===== config.mk =====
export PLATFORM = sky130hd
export DESIGN_NAME = hostport_regs
export DESIGN_NICKNAME = d
export VERILOG_FILES = /design/src/rtl/hostport_pkg.sv /design/src/rtl/hostport_sync.sv /design/src/rtl/hostport_shift.sv /design/src/rtl/hostport_bank.sv /design/src/rtl/hostport_regs.sv
export SDC_FILE = /design/constraint.sdc
export NUM_CORES = 1
export LEC_CHECK = 0
export BUFFER_PORTS_ARGS = -buffer_cell sky130_fd_sc_hd__clkbuf_2
export CAP_MARGIN = 20
export CORE_ASPECT_RATIO = 1.75
export CORE_MARGIN = 2
export CORE_UTILIZATION = 35
export DETAILED_ROUTE_END_ITERATION = 7
export GPL_TIMING_DRIVEN = 0
export PLACE_DENSITY = 0.58
export SLEW_MARGIN = 10
export SYNTH_ARGS = -nofsm -noshare
export SYNTH_HDL_FRONTEND = slang
export SYNTH_HIERARCHICAL = 1
export SYNTH_SLANG_ARGS = --single-unit

===== constraint.sdc =====
create_clock -name clk -period 4.65 [get_ports clk]
set_input_delay 0.2325 -clock clk [delete_from_list [all_inputs] [get_ports clk]]
set_output_delay 0.2325 -clock clk [all_outputs]
set_load 0.02 [all_outputs]

===== src/rtl/hostport_pkg.sv =====
package hostport_pkg;
  localparam int HP_DW   = 8;
  localparam int HP_AW   = 4;
  localparam int HP_REGS = 1 << HP_AW;
  localparam int HP_BW   = $clog2(HP_DW);

  // control byte field positions (decoded by the shift engine)
  localparam int CTL_RW      = 0;
  localparam int CTL_ADDR_LO = 1;
  localparam int CTL_RSV_LO  = 5;
  localparam int CTL_RSV_HI  = 6;
  localparam int CTL_BURST   = 7;

  typedef enum logic [1:0] {
    PH_CTRL = 2'd0,
    PH_DATA = 2'd1,
    PH_DONE = 2'd2
  } hp_phase_e;
endpackage


===== src/rtl/hostport_sync.sv =====
module hostport_sync #(
  parameter int WIDTH  = 3,
  parameter int STAGES = 2,
  parameter logic [WIDTH-1:0] RST_VAL = '0
) (
  input  logic             clk,
  input  logic             rst,
  input  logic [WIDTH-1:0] d,
  output logic [WIDTH-1:0] q
);
  logic [WIDTH-1:0] chain [STAGES];

  generate
    for (genvar s = 0; s < STAGES; s++) begin : g_stage
      always_ff @(posedge clk) begin
        if (rst) chain[s] <= RST_VAL;
        else if (s == 0) chain[s] <= d;
        else chain[s] <= chain[(s == 0) ? 0 : s-1];
      end
    end
  endgenerate

  assign q = chain[STAGES-1];
endmodule


===== src/rtl/hostport_shift.sv =====
module hostport_shift
  import hostport_pkg::*;
(
  input  logic             clk,
  input  logic             rst,
  input  logic             active,
  input  logic             sclk_s,
  input  logic             sdi_s,
  input  logic [HP_DW-1:0] rd_data,
  output logic [HP_AW-1:0] rd_addr,
  output logic             wr_en,
  output logic [HP_AW-1:0] wr_addr,
  output logic [HP_DW-1:0] wr_data,
  output logic             sdo,
  output logic             sdo_oe
);
  hp_phase_e        phase;
  logic             sclk_q;
  logic [HP_BW-1:0] bit_cnt;
  logic [HP_BW-1:0] out_cnt;
  logic [HP_DW-1:0] shreg;
  logic [HP_DW-1:0] rd_byte;
  logic [HP_AW-1:0] addr_q;
  logic             is_read;
  logic             burst;
  logic             rd_live;

  logic             rise, fall, last_bit;
  logic [HP_DW-1:0] full_byte;
  logic [HP_AW-1:0] ctl_addr;
  logic             ctl_bad;

  always_comb begin
    rise      = active & sclk_s & ~sclk_q;
    fall      = active & ~sclk_s & sclk_q;
    last_bit  = (bit_cnt == HP_BW'(HP_DW-1));
    full_byte = {sdi_s, shreg[HP_DW-1:1]};
    ctl_addr  = full_byte[CTL_ADDR_LO +: HP_AW];
    ctl_bad   = full_byte[CTL_RSV_LO] | full_byte[CTL_RSV_HI];
    rd_addr   = (phase == PH_CTRL) ? ctl_addr : addr_q + 1'b1;
  end

  always_ff @(posedge clk) begin
    if (rst) sclk_q <= 1'b0;
    else     sclk_q <= sclk_s;
  end

  always_ff @(posedge clk) begin
    if (rst || !active) begin
      phase   <= PH_CTRL;
      bit_cnt <= '0;
      out_cnt <= '0;
      shreg   <= '0;
      rd_byte <= '0;
      addr_q  <= '0;
      is_read <= 1'b0;
      burst   <= 1'b0;
      rd_live <= 1'b0;
      wr_en   <= 1'b0;
      wr_addr <= '0;
      wr_data <= '0;
      sdo     <= 1'b0;
      sdo_oe  <= 1'b0;
    end else begin
      wr_en <= 1'b0;
      if (rise) begin
        shreg   <= full_byte;
        bit_cnt <= bit_cnt + 1'b1;
        if (last_bit) begin
          unique case (phase)
            PH_CTRL: begin
              if (ctl_bad) begin
                phase <= PH_DONE;
              end else begin
                phase   <= PH_DATA;
                is_read <= full_byte[CTL_RW];
                addr_q  <= ctl_addr;
                burst   <= full_byte[CTL_BURST] & (ctl_addr == '0);
                if (full_byte[CTL_RW]) begin
                  rd_byte <= rd_data;
                  rd_live <= 1'b1;
                  out_cnt <= '0;
                end
              end
            end
            PH_DATA: begin
              if (!is_read) begin
                wr_en   <= 1'b1;
                wr_addr <= addr_q;
                wr_data <= full_byte;
              end
              if (burst && addr_q != HP_AW'(HP_REGS-1)) begin
                addr_q <= addr_q + 1'b1;
                if (is_read) begin
                  rd_byte <= rd_data;
                  out_cnt <= '0;
                end
              end else begin
                phase   <= PH_DONE;
                rd_live <= 1'b0;
              end
            end
            default: ;
          endcase
        end
      end
      if (fall) begin
        if (rd_live) begin
          sdo     <= rd_byte[out_cnt];
          sdo_oe  <= 1'b1;
          out_cnt <= out_cnt + 1'b1;
        end else begin
          sdo_oe <= 1'b0;
        end
      end
    end
  end
endmodule


===== src/rtl/hostport_bank.sv =====
module hostport_bank
  import hostport_pkg::*;
#(
  parameter int NUM_CFG = 12,
  localparam int NUM_STS = HP_REGS - NUM_CFG
) (
  input  logic                     clk,
  input  logic                     rst,
  input  logic                     wr_en,
  input  logic [HP_AW-1:0]         wr_addr,
  input  logic [HP_DW-1:0]         wr_data,
  input  logic [HP_AW-1:0]         rd_addr,
  output logic [HP_DW-1:0]         rd_data,
  input  logic [NUM_STS*HP_DW-1:0] status_in,
  output logic [NUM_CFG*HP_DW-1:0] cfg_out
);
  logic [HP_DW-1:0] cfg_mem [NUM_CFG];
  logic [HP_DW-1:0] rd_tbl  [HP_REGS];

  always_ff @(posedge clk) begin
    if (rst) begin
      for (int i = 0; i < NUM_CFG; i++) cfg_mem[i] <= '0;
    end else if (wr_en && int'(wr_addr) < NUM_CFG) begin
      cfg_mem[wr_addr] <= wr_data;
    end
  end

  generate
    for (genvar g = 0; g < HP_REGS; g++) begin : g_map
      if (g < NUM_CFG) begin : g_cfg
        assign rd_tbl[g] = cfg_mem[g];
        assign cfg_out[g*HP_DW +: HP_DW] = cfg_mem[g];
      end else begin : g_sts
        assign rd_tbl[g] = status_in[(g-NUM_CFG)*HP_DW +: HP_DW];
      end
    end
  endgenerate

  assign rd_data = rd_tbl[rd_addr];
endmodule


===== src/rtl/hostport_regs.sv =====
module hostport_regs
  import hostport_pkg::*;
#(
  parameter int NUM_CFG     = 12,
  parameter int SYNC_STAGES = 2,
  localparam int NUM_STS = HP_REGS - NUM_CFG
) (
  input  logic                     clk,
  input  logic                     rst,
  input  logic                     cs_n,
  input  logic                     sclk,
  input  logic                     sdi,
  output logic                     sdo,
  output logic                     sdo_oe,
  input  logic [NUM_STS*HP_DW-1:0] status_in,
  output logic [NUM_CFG*HP_DW-1:0] cfg_out
);
  logic [2:0]       pins_s;
  logic             wr_en;
  logic [HP_AW-1:0] wr_addr, rd_addr;
  logic [HP_DW-1:0] wr_data, rd_data;

  hostport_sync #(.WIDTH(3), .STAGES(SYNC_STAGES), .RST_VAL(3'b100)) u_sync (
    .clk(clk), .rst(rst), .d({cs_n, sclk, sdi}), .q(pins_s)
  );

  hostport_shift u_shift (
    .clk(clk), .rst(rst), .active(~pins_s[2]), .sclk_s(pins_s[1]),
    .sdi_s(pins_s[0]), .rd_data(rd_data), .rd_addr(rd_addr),
    .wr_en(wr_en), .wr_addr(wr_addr), .wr_data(wr_data),
    .sdo(sdo), .sdo_oe(sdo_oe)
  );

  hostport_bank #(.NUM_CFG(NUM_CFG)) u_bank (
    .clk(clk), .rst(rst), .wr_en(wr_en), .wr_addr(wr_addr),
    .wr_data(wr_data), .rd_addr(rd_addr), .rd_data(rd_data),
    .status_in(status_in), .cfg_out(cfg_out)
  );
endmodule


==> results_tabular.tex, run 1 <==
\begin{tabular}{lr}
\hline
Metric & Value \\
\hline
\multicolumn{2}{l}{\textbf{Status}} \\
\quad Run status & complete, no violations \\
\multicolumn{2}{l}{\textbf{Timing}} \\
\quad Pins Over Slew Limit & 0 \\
\quad Final Cycle Share & 0.680 \\
\quad Worst hold-check slack & a little under 0.02 ns \\
\quad Setup violations, final & 0 \\
\quad Slew of the pin with the lowest slew margin & around 1.0 ns \\
\quad Remaining max-slew budget at the tightest pin & 0.305 \\
\quad Fin Setup TNS & 0 ns \\
\quad Setup repair after global routing missed its margin & false \\
\quad Max frequency & 316 MHz \\
\quad Final worst setup slack & roughly 1.5 ns \\
\quad Shortest clock period the worst path allows after layout & $\sim$3.2 ns \\
\quad Maximum clock skew at final layout & 0.00919 ns \\
\quad Final hold violations & 0 \\
\multicolumn{2}{l}{\textbf{Route}} \\
\quad Total iterations of the first detailed-routing run & 5 \\
\quad Antenna-violating nets left & 0 \\
\quad Via count & $\sim$5.0k \\
\quad Post-Route WL & 20000 µm \\
\quad Initial drt markers & approximately 300 \\
\quad Vias per Instance & roughly 5.2 \\
\quad Wire length per cell & 20.7 µm \\
\quad Number of design rule violations left after detail routing & 0 \\
\multicolumn{2}{l}{\textbf{Worst setup path}} \\
\quad Critical Path Source Type & flip-flop \\
\quad FF-to-FF Start & u\_shift/phase[0] \\
\quad Startpoint of the most critical setup path & u\_shift/phase[0] \\
\quad Setup slack of the most critical reg-to-reg path & 1.49 ns \\
\quad Req. time, crit path & approximately 5 ns \\
\quad End of the worst register-to-register path & u\_shift/rd\_byte[7] \\
\quad Type of the setup path with the least slack & flip-flop to flip-flop \\
\quad Critical path endpoint & u\_shift/rd\_byte[7] \\
\quad Worst Reg2Reg Path Length in Cells & 9 \\
\quad Critical Path AT & $\sim$3.4 ns \\
\quad Critical path capture point type & flip-flop \\
\quad CP max FO & 10 \\
\multicolumn{2}{l}{\textbf{Die}} \\
\quad Initial core utilization & 0.353 \\
\quad Total die area & approximately 21000 µm² \\
\quad X dimension of the die & about 110 µm \\
\quad Floorplan die height & around 190 µm \\
\quad Count of standard-cell rows & 68 \\
\quad Core region area & between 15000 and 20000 µm² \\
\quad Top-level port count & between 100 and 150 \\
\multicolumn{2}{l}{\textbf{Flow run}} \\
\quad Total of max-cap violations & 0 \\
\multicolumn{2}{l}{\textbf{Placement}} \\
\quad Port Buf Inserts & about 130 \\
\quad Placement Cell Area & 7880 µm² \\
\quad Placement-stage worst setup slack & between 1.5 and 2 ns \\
\quad Last weighted congestion value of the routability-driven placer & about 0.86 \\
\quad HPWL Detailed & roughly 16000 µm \\
\multicolumn{2}{l}{\textbf{Global route}} \\
\quad Tot GR Track Use & 0.196 \\
\quad Initial antenna violation count & 0 \\
\quad Wire length of the first global-routing pass & between 20000 and 30000 µm \\
\quad Congestion Overflow GR & 0 \\
\quad Pin count of the biggest net entering global routing & 17 \\
\quad Number of global-route vias before repair & 5158 \\
\multicolumn{2}{l}{\textbf{Logic synthesis}} \\
\quad Post-synthesis net count & between 500 and 600 \\
\quad Synthesis warning total & 6 \\
\quad Ys flop type & edfxtp\_1 \\
\quad \#FFs+latches synth & 148 \\
\quad Syn Inst Count & 550 \\
\quad Number of distinct library cell variants in the gate-level netlist after synthesis & between 50 and 60 \\
\quad Synth Cell Area & between 6000 and 7000 µm² \\
\quad Share of the yosys chip area belonging to registers & 0.569 \\
\quad Share of synthesized flip-flops with an asynchronous set or reset & 0 \\
\quad Mean post-synth cell area & 12.5 µm² \\
\quad Number of synthesized flops with an enable pin & 96 \\
\multicolumn{2}{l}{\textbf{CTS}} \\
\quad \# clock sinks & between 100 and 150 \\
\quad Maximum clock insertion buffer count & 2 \\
\quad Clk\_lat worst skew & between 0.4 and 0.5 ns \\
\quad Clk Tree Root Cell & clkbuf\_16 \\
\quad H-tree level count & 4 \\
\quad Post-CTS resize count & 0 \\
\quad TritonCTS clock tree & done \\
\quad Clock transition at the register clock pins on the worst setup and hold paths after CTS & about 0.06 ns \\
\quad Number of clock buffers inserted by TritonCTS & 17 \\
\multicolumn{2}{l}{\textbf{Worst hold path}} \\
\quad Path class of the lowest-slack min-delay path & primary input to flip-flop \\
\multicolumn{2}{l}{\textbf{Power and ir drop}} \\
\quad Worst vdd rail ir drop & about 0.19 mV \\
\quad Static leakage power & about 3.2 nW \\
\quad Power Density & 343 nW/µm² \\
\multicolumn{2}{l}{\textbf{Layout}} \\
\quad Util after Layout & 0.429 \\
\quad Area Growth Syn to Fin & 21.8\% \\
\quad Net count, final & approximately 750 \\
\quad Layout Cell Area excl Fill & roughly 8400 µm² \\
\quad Diodes inserted & 0 \\
\quad Layout cells sized above 1 & 0.315 \\
\hline
\end{tabular}
-- where the power goes --
part | internal (mW) | total (mW) | switching, mW
clock | 0.685 | 1.22 | 0.533
combinational | 0.0674 | 0.189 | 0.121
sequential | 1.44 | 1.47 | 0.0299
total | 2.19 | 2.88 | 0.684
-- routing by layer --
layer  vias to the layer above  wire (µm)  track usage
met5                         -          0            0
met4                         0        958        0.108
met3                        44        802       0.0349
met2                       171      11400        0.377
met1                      2492       6770        0.186
li1                       2321          -            -
-- final cells by class --
class	count	area [µm²]
Inverter	4	15.0
Fill cell	1835	11200
Buffer	32	171
Tap cell	245	307
Multi-Input combinational cell	366	2790
Clock inverter	12	80.1
Sequential cell	148	3920
Timing Repair Buffer	135	681
Clock buffer	20	438
-- per-stage QoR --
stage | instances | power, mW
2_1_floorplan | 550 | 1.60
3_3_place_gp | 929 | 1.69
3_5_place_dp | 929 | 1.69
4_1_cts | 962 | 2.90
5_1_grt | 962 | 2.97
6_report | 962 | 2.88
-- sequential cells by signal, summed over array words and instances (netlist names), 2 cells and up --
signal	flops
u_bank/cfg_mem	96
u_shift/rd_byte	8
u_shift/wr_data	8
u_shift/shreg	7
u_sync/chain	6
u_shift/addr_q	4
u_shift/wr_addr	4
u_shift/bit_cnt	3
u_shift/out_cnt	3
u_shift/phase	2
-- worst min-delay path by stage --
stage | from | to | slack [ns] | cells past startpoint
finish | sclk | u_sync/chain[0][1] | 0.02 | 2
global route | sdi | u_sync/chain[0][0] | 0.02 | 2
CTS | sclk | u_sync/chain[0][1] | 0.006 | 2
detailed placement | u_sync/chain[0][2] | u_sync/chain[1][2] | 0.39 | 1
global placement | u_sync/chain[0][2] | u_sync/chain[1][2] | 0.39 | 1
floorplan | rst | u_shift/sclk_q | 0.30 | 1
-- cells by family (layout without fill, tap and decap cells) --
group           after synthesis  count (layout)  synth area share
flops                       148             148             0.569
fa+ha+maj                     4               4           0.00725
compound gates               73              73            0.0660
simple gates                236             236             0.193
buf+inv                      36             203            0.0270
mux                          50              50             0.134
xor+xnor                      3               3           0.00381
-- Yosys cell counts, drive strengths merged, types with 3 or more instances --
library cell	instances	area, µm²
nor2b	11	68.8
a22oi	16	120
nor2	31	124
buf	13	100
ha	4	50.1
nand3	12	60.1
nand2b	9	56.3
nand2	36	135
o211ai	3	22.5
o21ai	16	80.1
and2	99	619
edfxtp	96	2880
mux4	34	766
a21oi	23	115
inv	4	15.0
dfxtp	52	1040
clkbuf	19	71.3
mux2i	15	150
xnor2	3	26.3
or2	14	87.6
nor3	8	45.0
-- worst max-delay path: stages (launching register included) --
cell      delay, ns
dfxtp_1        0.41
clkbuf_1       0.34
nor2_1         0.19
mux2_2         0.36
buf_1          0.64
mux4_2         0.49
a22oi_1        0.30
nand2_1        0.12
nand3_1        0.10
a21oi_1        0.07
-- layout by cell type (no fill, tap or decap), types with 6 or more instances in the layout --
cell / n
a21oi_1: 23
edfxtp_1: 96
clkbuf_2: 135
nor2b_1: 11
clkbuf_16: 17
nand2_1: 36
nand2b_1: 9
nand3_1: 12
a22oi_1: 16
and2_1: 99
mux2i_1: 15
dfxtp_1: 52
buf_1: 6
o21ai_0: 16
or2_2: 12
clkbuf_1: 21
nor2_1: 28
nor3_1: 7
mux4_2: 34
-- what timing repair did --
action	in CTS	in global routing
hold buffers	1	0
setup buffers	0	0
endpoints found under the hold margin	1	0
Power figures use the tool's default switching activity.
==> inputs of run 2 (changes only) <==
Settings changed: PLACE_DENSITY 0.58 to 0.6.
Clock period 4.65 ns to 2.6 ns, I/O delays scaled along.
==> run 2 against run 1 <==
  * Die area is the same
  * Largest power group unchanged
  * Highest routed layer unchanged
  * Flip-flop and latch count did not move
  * Sequential share of layout area down 0.96 points
  * Routed wire length shrank 1.2%
  * Critical endpoint unchanged
  * First-iteration DRC count rose by 28%
  * Critical path type unchanged
  * Critical path depth up 2
==> results_tabular.tex, run 2 (synthesis gave the netlist of run 1 again) <==
\begin{tabular}{lr}
\hline
Metric & Value \\
\hline
\multicolumn{2}{l}{\textbf{Timing}} \\
\quad Shortest clock period the worst path allows after layout & about 2.5 ns \\
\quad Final worst setup slack & $\sim$0.11 ns \\
\quad Final Cycle Share & 0.957 \\
\quad Max frequency & approximately 400 MHz \\
\quad Maximum clock skew at final layout & 0.0122 ns \\
\quad Final hold violations & 0 \\
\quad Remaining max-slew budget at the tightest pin & 0.325 \\
\quad Slew of the pin with the lowest slew margin & around 1 ns \\
\quad Pins Over Slew Limit & 0 \\
\quad Fin Setup TNS & 0 ns \\
\quad Setup violations, final & 0 \\
\multicolumn{2}{l}{\textbf{Power and ir drop}} \\
\quad Total power draw & roughly 5.4 mW \\
\quad Static leakage power & $\sim$3.2 nW \\
\quad Power Density & $\sim$630 nW/µm² \\
\quad Worst vdd rail ir drop & roughly 0.35 mV \\
\multicolumn{2}{l}{\textbf{Layout}} \\
\quad Most common library cell in the layout ignoring fill and taps & clkbuf\_2 \\
\quad Biggest register & u\_bank/cfg\_mem \\
\quad Net count, final & roughly 750 \\
\quad Layout cells sized above 1 & 0.331 \\
\quad Area Growth Syn to Fin & 24.4\% \\
\quad Top library cells by usage in the layout, fill and taps aside & 134 x clkbuf\_2, 99 x and2\_1, 96 x edfxtp\_1, 52 x dfxtp\_1, 36 x nand2\_1 \\
\quad Diodes inserted & 0 \\
\quad Largest registers & u\_bank/cfg\_mem (96), u\_shift/rd\_byte (8), u\_shift/wr\_data (8) \\
\quad Fillers & $\sim$1.9k \\
\quad Flip-flop count of the largest register, all copies and words added & 96 \\
\multicolumn{2}{l}{\textbf{CTS}} \\
\quad Number of clock buffers inserted by TritonCTS & 17 \\
\quad Clock transition at the register clock pins on the worst setup and hold paths after CTS & roughly 0.070 ns \\
\quad H-tree level count & 4 \\
\quad Clk\_lat worst skew & roughly 0.43 ns \\
\quad Maximum clock insertion buffer count & 2 \\
\quad \# clock sinks & between 100 and 150 \\
\quad TritonCTS clock tree & done \\
\quad Clk Tree Root Cell & clkbuf\_16 \\
\multicolumn{2}{l}{\textbf{Global route}} \\
\quad Number of global-route vias before repair & 5033 \\
\quad Congestion Overflow GR & 0 \\
\quad Initial antenna violation count & 0 \\
\quad Wire length of the first global-routing pass & around 29000 µm \\
\quad Pin count of the biggest net entering global routing & 17 \\
\quad Tot GR Track Use & 0.193 \\
\multicolumn{2}{l}{\textbf{Route}} \\
\quad Post-Route WL & 19700 µm \\
\quad Initial drt markers & 379 \\
\quad Total iterations of the first detailed-routing run & 5 \\
\quad Via count & just under 5k \\
\quad Vias per Instance & between 5 and 6 \\
\quad Antenna-violating nets left & 0 \\
\quad Wire length per cell & between 20 and 25 µm \\
\quad Number of design rule violations left after detail routing & 0 \\
\multicolumn{2}{l}{\textbf{Worst hold path}} \\
\quad Path class of the lowest-slack min-delay path & primary input to flip-flop \\
\quad Worst min-delay path startpoint & rst \\
\multicolumn{2}{l}{\textbf{Status}} \\
\quad Run status & complete, no violations \\
\multicolumn{2}{l}{\textbf{Worst setup path}} \\
\quad Chain of cells forming the critical path & buf\_4 -> nor2\_4 -> nand2\_1 -> o21ai\_0 -> buf\_4 -> buf\_12 -> mux4\_2 -> a22oi\_2 -> nand2\_1 -> nand3\_1 -> a21oi\_1 \\
\quad Critical Path Source Type & flip-flop \\
\quad FF-to-FF Start & u\_shift/phase[0] \\
\quad Req. time, crit path & approximately 2.9 ns \\
\quad Delay contributed by the slowest stage of the critical path & 0.59 ns \\
\quad CP max FO & 10 \\
\quad Critical Path AT & 2.77 ns \\
\quad Type of the setup path with the least slack & flip-flop to flip-flop \\
\quad Critical path capture point type & flip-flop \\
\quad Cell with the largest stage delay on the worst path & mux4\_2 \\
\quad Startpoint of the most critical setup path & u\_shift/phase[0] \\
\multicolumn{2}{l}{\textbf{Placement}} \\
\quad Placement-stage worst setup slack & -0.507 ns \\
\quad Last weighted congestion value of the routability-driven placer & between 0.8 and 0.9 \\
\quad HPWL Detailed & roughly 16000 µm \\
\quad Port Buf Inserts & about 130 \\
\multicolumn{2}{l}{\textbf{Die}} \\
\quad Count of standard-cell rows & 68 \\
\quad Total die area & around 21000 µm² \\
\quad Top-level port count & between 100 and 150 \\
\quad X dimension of the die & between 100 and 150 µm \\
\quad Floorplan die height & around 190 µm \\
\quad Core region area & around 20000 µm² \\
\quad Initial core utilization & 0.353 \\
\multicolumn{2}{l}{\textbf{Flow run}} \\
\quad Total of max-cap violations & 0 \\
\hline
\end{tabular}
run 2: path summary, 6_finish.rpt:
kind / to / slack, ns / depth (start not counted)
min: u_sync/chain[1][0] / 0.08 / 2
max: u_shift/rd_byte[7] / 0.11 / 11
max reg2reg: u_shift/rd_byte[7] / 0.11 / 11
min reg2reg: u_sync/chain[1][2] / 0.41 / 1
run 2: per-stage QoR:
| stage | util | hold WS (ns) | std cells | area, µm² |
|---|---|---|---|---|
| CTS | 0.435 | 0.0804 | 964 | 8520 |
| finish | 0.438 | 0.0795 | 966 | 8580 |
| global placement | 0.402 | 0.306 | 929 | 7880 |
| detailed placement | 0.402 | 0.312 | 929 | 7880 |
| floorplan | - | 0.202 | 550 | 6900 |
| global route | 0.438 | 0.110 | 966 | 8580 |
run 2: worst max-delay path, delay by kind of cell (launching register included):
kind / cells / cell delay (ns)
mux: 1 / 0.59
compound gates: 3 / 0.38
buf+inv: 3 / 0.56
flops: 1 / 0.36
simple gates: 4 / 0.45
run 2: report_power, final:
group / leakage [nW] / internal [mW] / switching, mW
Sequential: 1.33 / 2.58 / 0.0541
Combinational: 1.61 / 0.123 / 0.216
Clock: 0.284 / 1.44 / 1.02
run 2: layout make-up:
class,instances,area [µm²],share of cell area
tap,245,307,0.0357
sequential,148,3920,0.457
inverter,4,15.0,0.00175
clock inverter,14,163,0.0190
buffer,32,206,0.0241
multi-input combinational,366,2820,0.329
timing repair buffer,139,716,0.0834
clock buffer,18,429,0.0500
run 2: layer usage:
layer | vias up | track usage | part of all wire
met1 | 2425 | 0.183 | 0.33
met3 | 36 | 0.0305 | 0.046
li1 | 2327 | - | -
met4 | 0 | 0.100 | 0.040
met2 | 185 | 0.378 | 0.58
met5 | - | 0 | 0
run 2: timing repair:
action | in CTS | in global routing
endpoints found under the hold margin | 3 | 0
pin swaps | 0 | 2
hold buffers | 3 | 0
gates resized for setup | 9 | 11
setup endpoints to repair | 8 | 8
buffers inserted | 0 | 2
==> inputs of run 3 (changes only) <==
Settings changed: SYNTH_HIERARCHICAL 1 to not set.
==> run 3 against run 2 <==
  * Fmax grew 3.1%
  * Die area increased by 0.30%
  * Global-route usage increased by 1.7 points
  * Routed wire length up 8.3%
  * Register-to-register slack improved by 0.07 ns
  * Sequential share of layout area grew 0.11 points
  * Via count increased by 3.5%
==> results_tabular.tex, run 3 <==
\begin{tabular}{lr}
\hline
Metric & Value \\
\hline
\multicolumn{2}{l}{\textbf{Status}} \\
\quad Run status & complete, no violations \\
\multicolumn{2}{l}{\textbf{Die}} \\
\quad Top-level port count & roughly 140 \\
\quad Total die area & 21000 µm² \\
\quad Core region area & just under 20000 µm² \\
\quad Initial core utilization & 0.354 \\
\quad X dimension of the die & between 100 and 150 µm \\
\quad Floorplan die height & $\sim$190 µm \\
\quad Count of standard-cell rows & roughly 70 \\
\multicolumn{2}{l}{\textbf{Logic synthesis}} \\
\quad Post-synthesis net count & 630 \\
\quad Share of synthesized flip-flops with an asynchronous set or reset & 0 \\
\quad Post-synth top area share & 0.417 \\
\quad Area leader, netlist & edfxtp\_1 \\
\quad Library cell with the highest instance count after synthesis & and2\_1 \\
\quad Mean post-synth cell area & $\sim$12 µm² \\
\quad Number of synthesized flops with an enable pin & 96 \\
\quad Share of the yosys chip area belonging to registers & 0.567 \\
\quad Synth Cell Area & $\sim$7000 µm² \\
\quad Number of distinct library cell variants in the gate-level netlist after synthesis & 52 \\
\quad Most used standard cells in the synthesized netlist & 97 x and2\_1, 96 x edfxtp\_1, 52 x dfxtp\_1 \\
\quad \#FFs+latches synth & 148 \\
\quad Leading post-synthesis cells by cell area & edfxtp\_1 42\%, dfxtp\_1 15\%, and2\_1 8.8\% \\
\quad Synthesis warning total & 0 \\
\quad Ys flop type & edfxtp\_1 \\
\quad Syn Inst Count & a little under 600 \\
\multicolumn{2}{l}{\textbf{Power and ir drop}} \\
\quad Worst vdd rail ir drop & roughly 0.34 mV \\
\quad Power Density & between 600 and 700 nW/µm² \\
\quad Static leakage power & about 3.5 nW \\
\quad Total power draw & between 5 and 6 mW \\
\multicolumn{2}{l}{\textbf{Timing}} \\
\quad Pins Over Slew Limit & 0 \\
\quad Remaining max-slew budget at the tightest pin & 0.294 \\
\quad Final Cycle Share & 0.929 \\
\quad Maximum clock skew at final layout & approximately 0.0086 ns \\
\quad Worst hold-check slack & 0.219 ns \\
\quad Final hold violations & 0 \\
\quad Shortest clock period the worst path allows after layout & roughly 2.4 ns \\
\quad Setup repair after global routing missed its margin & true \\
\quad Slew of the pin with the lowest slew margin & around 1.1 ns \\
\quad Setup violations, final & 0 \\
\quad Max frequency & roughly 410 MHz \\
\multicolumn{2}{l}{\textbf{Worst setup path}} \\
\quad FF-to-FF Start & u\_shift.wr\_en \\
\quad Startpoint of the most critical setup path & u\_shift.wr\_en \\
\quad CP max FO & 9 \\
\quad Type of the setup path with the least slack & flip-flop to flip-flop \\
\quad Cell with the largest stage delay on the worst path & nor3\_1 \\
\quad Delay contributed by the slowest stage of the critical path & slightly above 0.8 ns \\
\quad Count of cell instances traversed by the critical path & 4 \\
\quad Chain of cells forming the critical path & nand2b\_1 -> or3b\_2 -> nor3\_1 -> or2\_2 \\
\quad Req. time, crit path & between 2 and 3 ns \\
\quad Critical Path AT & 2.53 ns \\
\quad Number of buffer and inverter instances along the worst setup path & 0 \\
\quad Critical Path Source Type & flip-flop \\
\quad Critical path capture point type & flip-flop \\
\quad Worst Reg2Reg Path Length in Cells & 4 \\
\quad Cell family with the largest share of critical-path delay & simple AND/OR/NAND/NOR gates \\
\multicolumn{2}{l}{\textbf{Route}} \\
\quad Vias per Instance & roughly 5.1 \\
\quad Initial drt markers & between 200 and 300 \\
\quad Post-Route WL & around 21000 µm \\
\quad Number of design rule violations left after detail routing & 0 \\
\quad Antenna-violating nets left & 0 \\
\quad Wire length per cell & between 20 and 25 µm \\
\quad Via count & $\sim$5.1k \\
\quad Total iterations of the first detailed-routing run & 4 \\
\multicolumn{2}{l}{\textbf{CTS}} \\
\quad Clk Tree Root Cell & clkbuf\_16 \\
\quad \# clock sinks & between 100 and 150 \\
\quad H-tree level count & 4 \\
\quad Maximum clock insertion buffer count & 2 \\
\quad Clk\_lat worst skew & $\sim$0.43 ns \\
\quad TritonCTS clock tree & done \\
\quad Clock transition at the register clock pins on the worst setup and hold paths after CTS & around 0.070 ns \\
\quad Number of clock buffers inserted by TritonCTS & 17 \\
\multicolumn{2}{l}{\textbf{Global route}} \\
\quad Initial antenna violation count & 0 \\
\quad Wire length of the first global-routing pass & about 31000 µm \\
\quad Number of global-route vias before repair & between 5k and 6k \\
\quad Tot GR Track Use & 0.210 \\
\quad Pin count of the biggest net entering global routing & 17 \\
\quad Congestion Overflow GR & 0 \\
\multicolumn{2}{l}{\textbf{Layout}} \\
\quad Top library cells by usage in the layout, fill and taps aside & 134 x clkbuf\_2, 97 x and2\_1, 96 x edfxtp\_1, 52 x dfxtp\_1, 49 x nand2\_1 \\
\quad Flip-flop count of the largest register, all copies and words added & 96 \\
\quad Biggest register & u\_bank.cfg\_mem \\
\quad Footprint of the flip-flops and latches & 3920 µm² \\
\quad Area Growth Syn to Fin & 23.7\% \\
\quad Util after Layout & 0.437 \\
\quad Fillers & approximately 1.9k \\
\quad Multi-input combinational cell area & around 2800 µm² \\
\quad Layout cells sized above 1 & 0.283 \\
\quad Diodes inserted & 0 \\
\quad Net count, final & between 700 and 800 \\
\quad Largest registers & u\_bank.cfg\_mem (96), u\_shift.rd\_byte (8), u\_shift.wr\_data (8) \\
\quad Most common library cell in the layout ignoring fill and taps & clkbuf\_2 \\
\multicolumn{2}{l}{\textbf{Placement}} \\
\quad HPWL Detailed & 16500 µm \\
\quad Port Buf Inserts & 134 \\
\quad Last weighted congestion value of the routability-driven placer & roughly 0.83 \\
\multicolumn{2}{l}{\textbf{Worst hold path}} \\
\quad Cell depth of the worst hold path & 5 \\
\quad Worst min-delay path startpoint & status\_in[30] \\
\quad Path class of the lowest-slack min-delay path & primary input to flip-flop \\
\multicolumn{2}{l}{\textbf{Flow run}} \\
\quad Total of max-cap violations & 0 \\
\hline
\end{tabular}
[run 3: cell count changes in the layout (fill, tap and decap cells not counted), moves of 9 or more]
| cell | before | now |
|---|---|---|
| a21oi_1 | 23 | 32 |
| mux2i_1 | 15 | 28 |
| mux4_1 | 0 | 9 |
| mux4_2 | 34 | 10 |
| nand2_1 | 36 | 49 |
| nand3_1 | 12 | 2 |
| nor2_1 | 27 | 41 |
[run 3: logic make-up (layout without fill, tap and decap cells)]
kind of cell | count (synthesis) | after routing | share of synthesized area
multiplexers | 49 | 49 | 0.111
AO/OA/AOI/OAI | 103 | 103 | 0.0938
buffers and inverters | 37 | 208 | 0.0249
AND/OR/NAND/NOR | 246 | 246 | 0.193
XOR/XNOR | 2 | 2 | 0.00253
flip-flops | 148 | 148 | 0.567
adder cells (fa/ha/maj) | 4 | 4 | 0.00723
[run 3: power by group]
| part | internal, mW | total [mW] | switching, mW | leakage [nW] |
|---|---|---|---|---|
| clock | 1.48 | 2.46 | 0.979 | 0.298 |
| combinational | 0.0921 | 0.251 | 0.159 | 1.79 |
| sequential | 2.55 | 2.60 | 0.0449 | 1.41 |
| total | 4.13 | 5.31 | 1.18 | 3.49 |
[run 3: worst min-delay path: stages]
cell and delay [ns]:
clkbuf_2 0.08, a22oi_1 0.06, o21ai_0 0.11, a211oi_2 0.09
a21oi_1 0.14
[run 3: layer usage]
layer	vias up	share of wire	track usage
met4	0	0.044	0.106
met2	135	0.56	0.393
met3	39	0.044	0.0391
met5	-	0	0
met1	2525	0.35	0.216
li1	2448	-	-
[run 3: area by class of cell]
class | count | area share
flip-flops and latches | 148 | 0.458
multi-input cells | 404 | 0.331
repair buffers | 139 | 0.0851
clock buffers | 21 | 0.0588
well taps | 245 | 0.0358
plain buffers | 36 | 0.0197
clock inverters | 11 | 0.0110
inverters | 1 | 0.000439
[run 3: metrics by stage]
stage / instance area (µm²) / setup slack, ns / cells / TNS [ns]
2_1_floorplan: 6920 / 0.541 / 589 / 0
3_3_place_gp: 7900 / -0.0108 / 968 / -0.0108
3_5_place_dp: 7900 / -0.0897 / 968 / -0.153
4_1_cts: 8530 / 0.0464 / 1003 / 0
5_1_grt: 8560 / -0.00266 / 1005 / -0.00266
6_report: 8560 / 0.185 / 1005 / 0
[run 3: timing repair]
action | 4_1_cts | 5_1_grt
resized for setup | 1 | 1
hold buffers | 3 | 0
hold endpoints to repair | 3 | 0
buffers inserted | 0 | 2
pin swaps | 0 | 1
setup endpoints to repair | 2 | 4
[run 3: path summary, 6_finish.rpt]
path	to	slack, ns
hold / removal	u_shift.rd_byte[6]	0.22
hold reg to reg	u_sync.chain[1][2]	0.41
setup / recovery	u_bank.cfg_mem[8][7]	0.18
setup reg to reg	u_bank.cfg_mem[8][7]	0.18
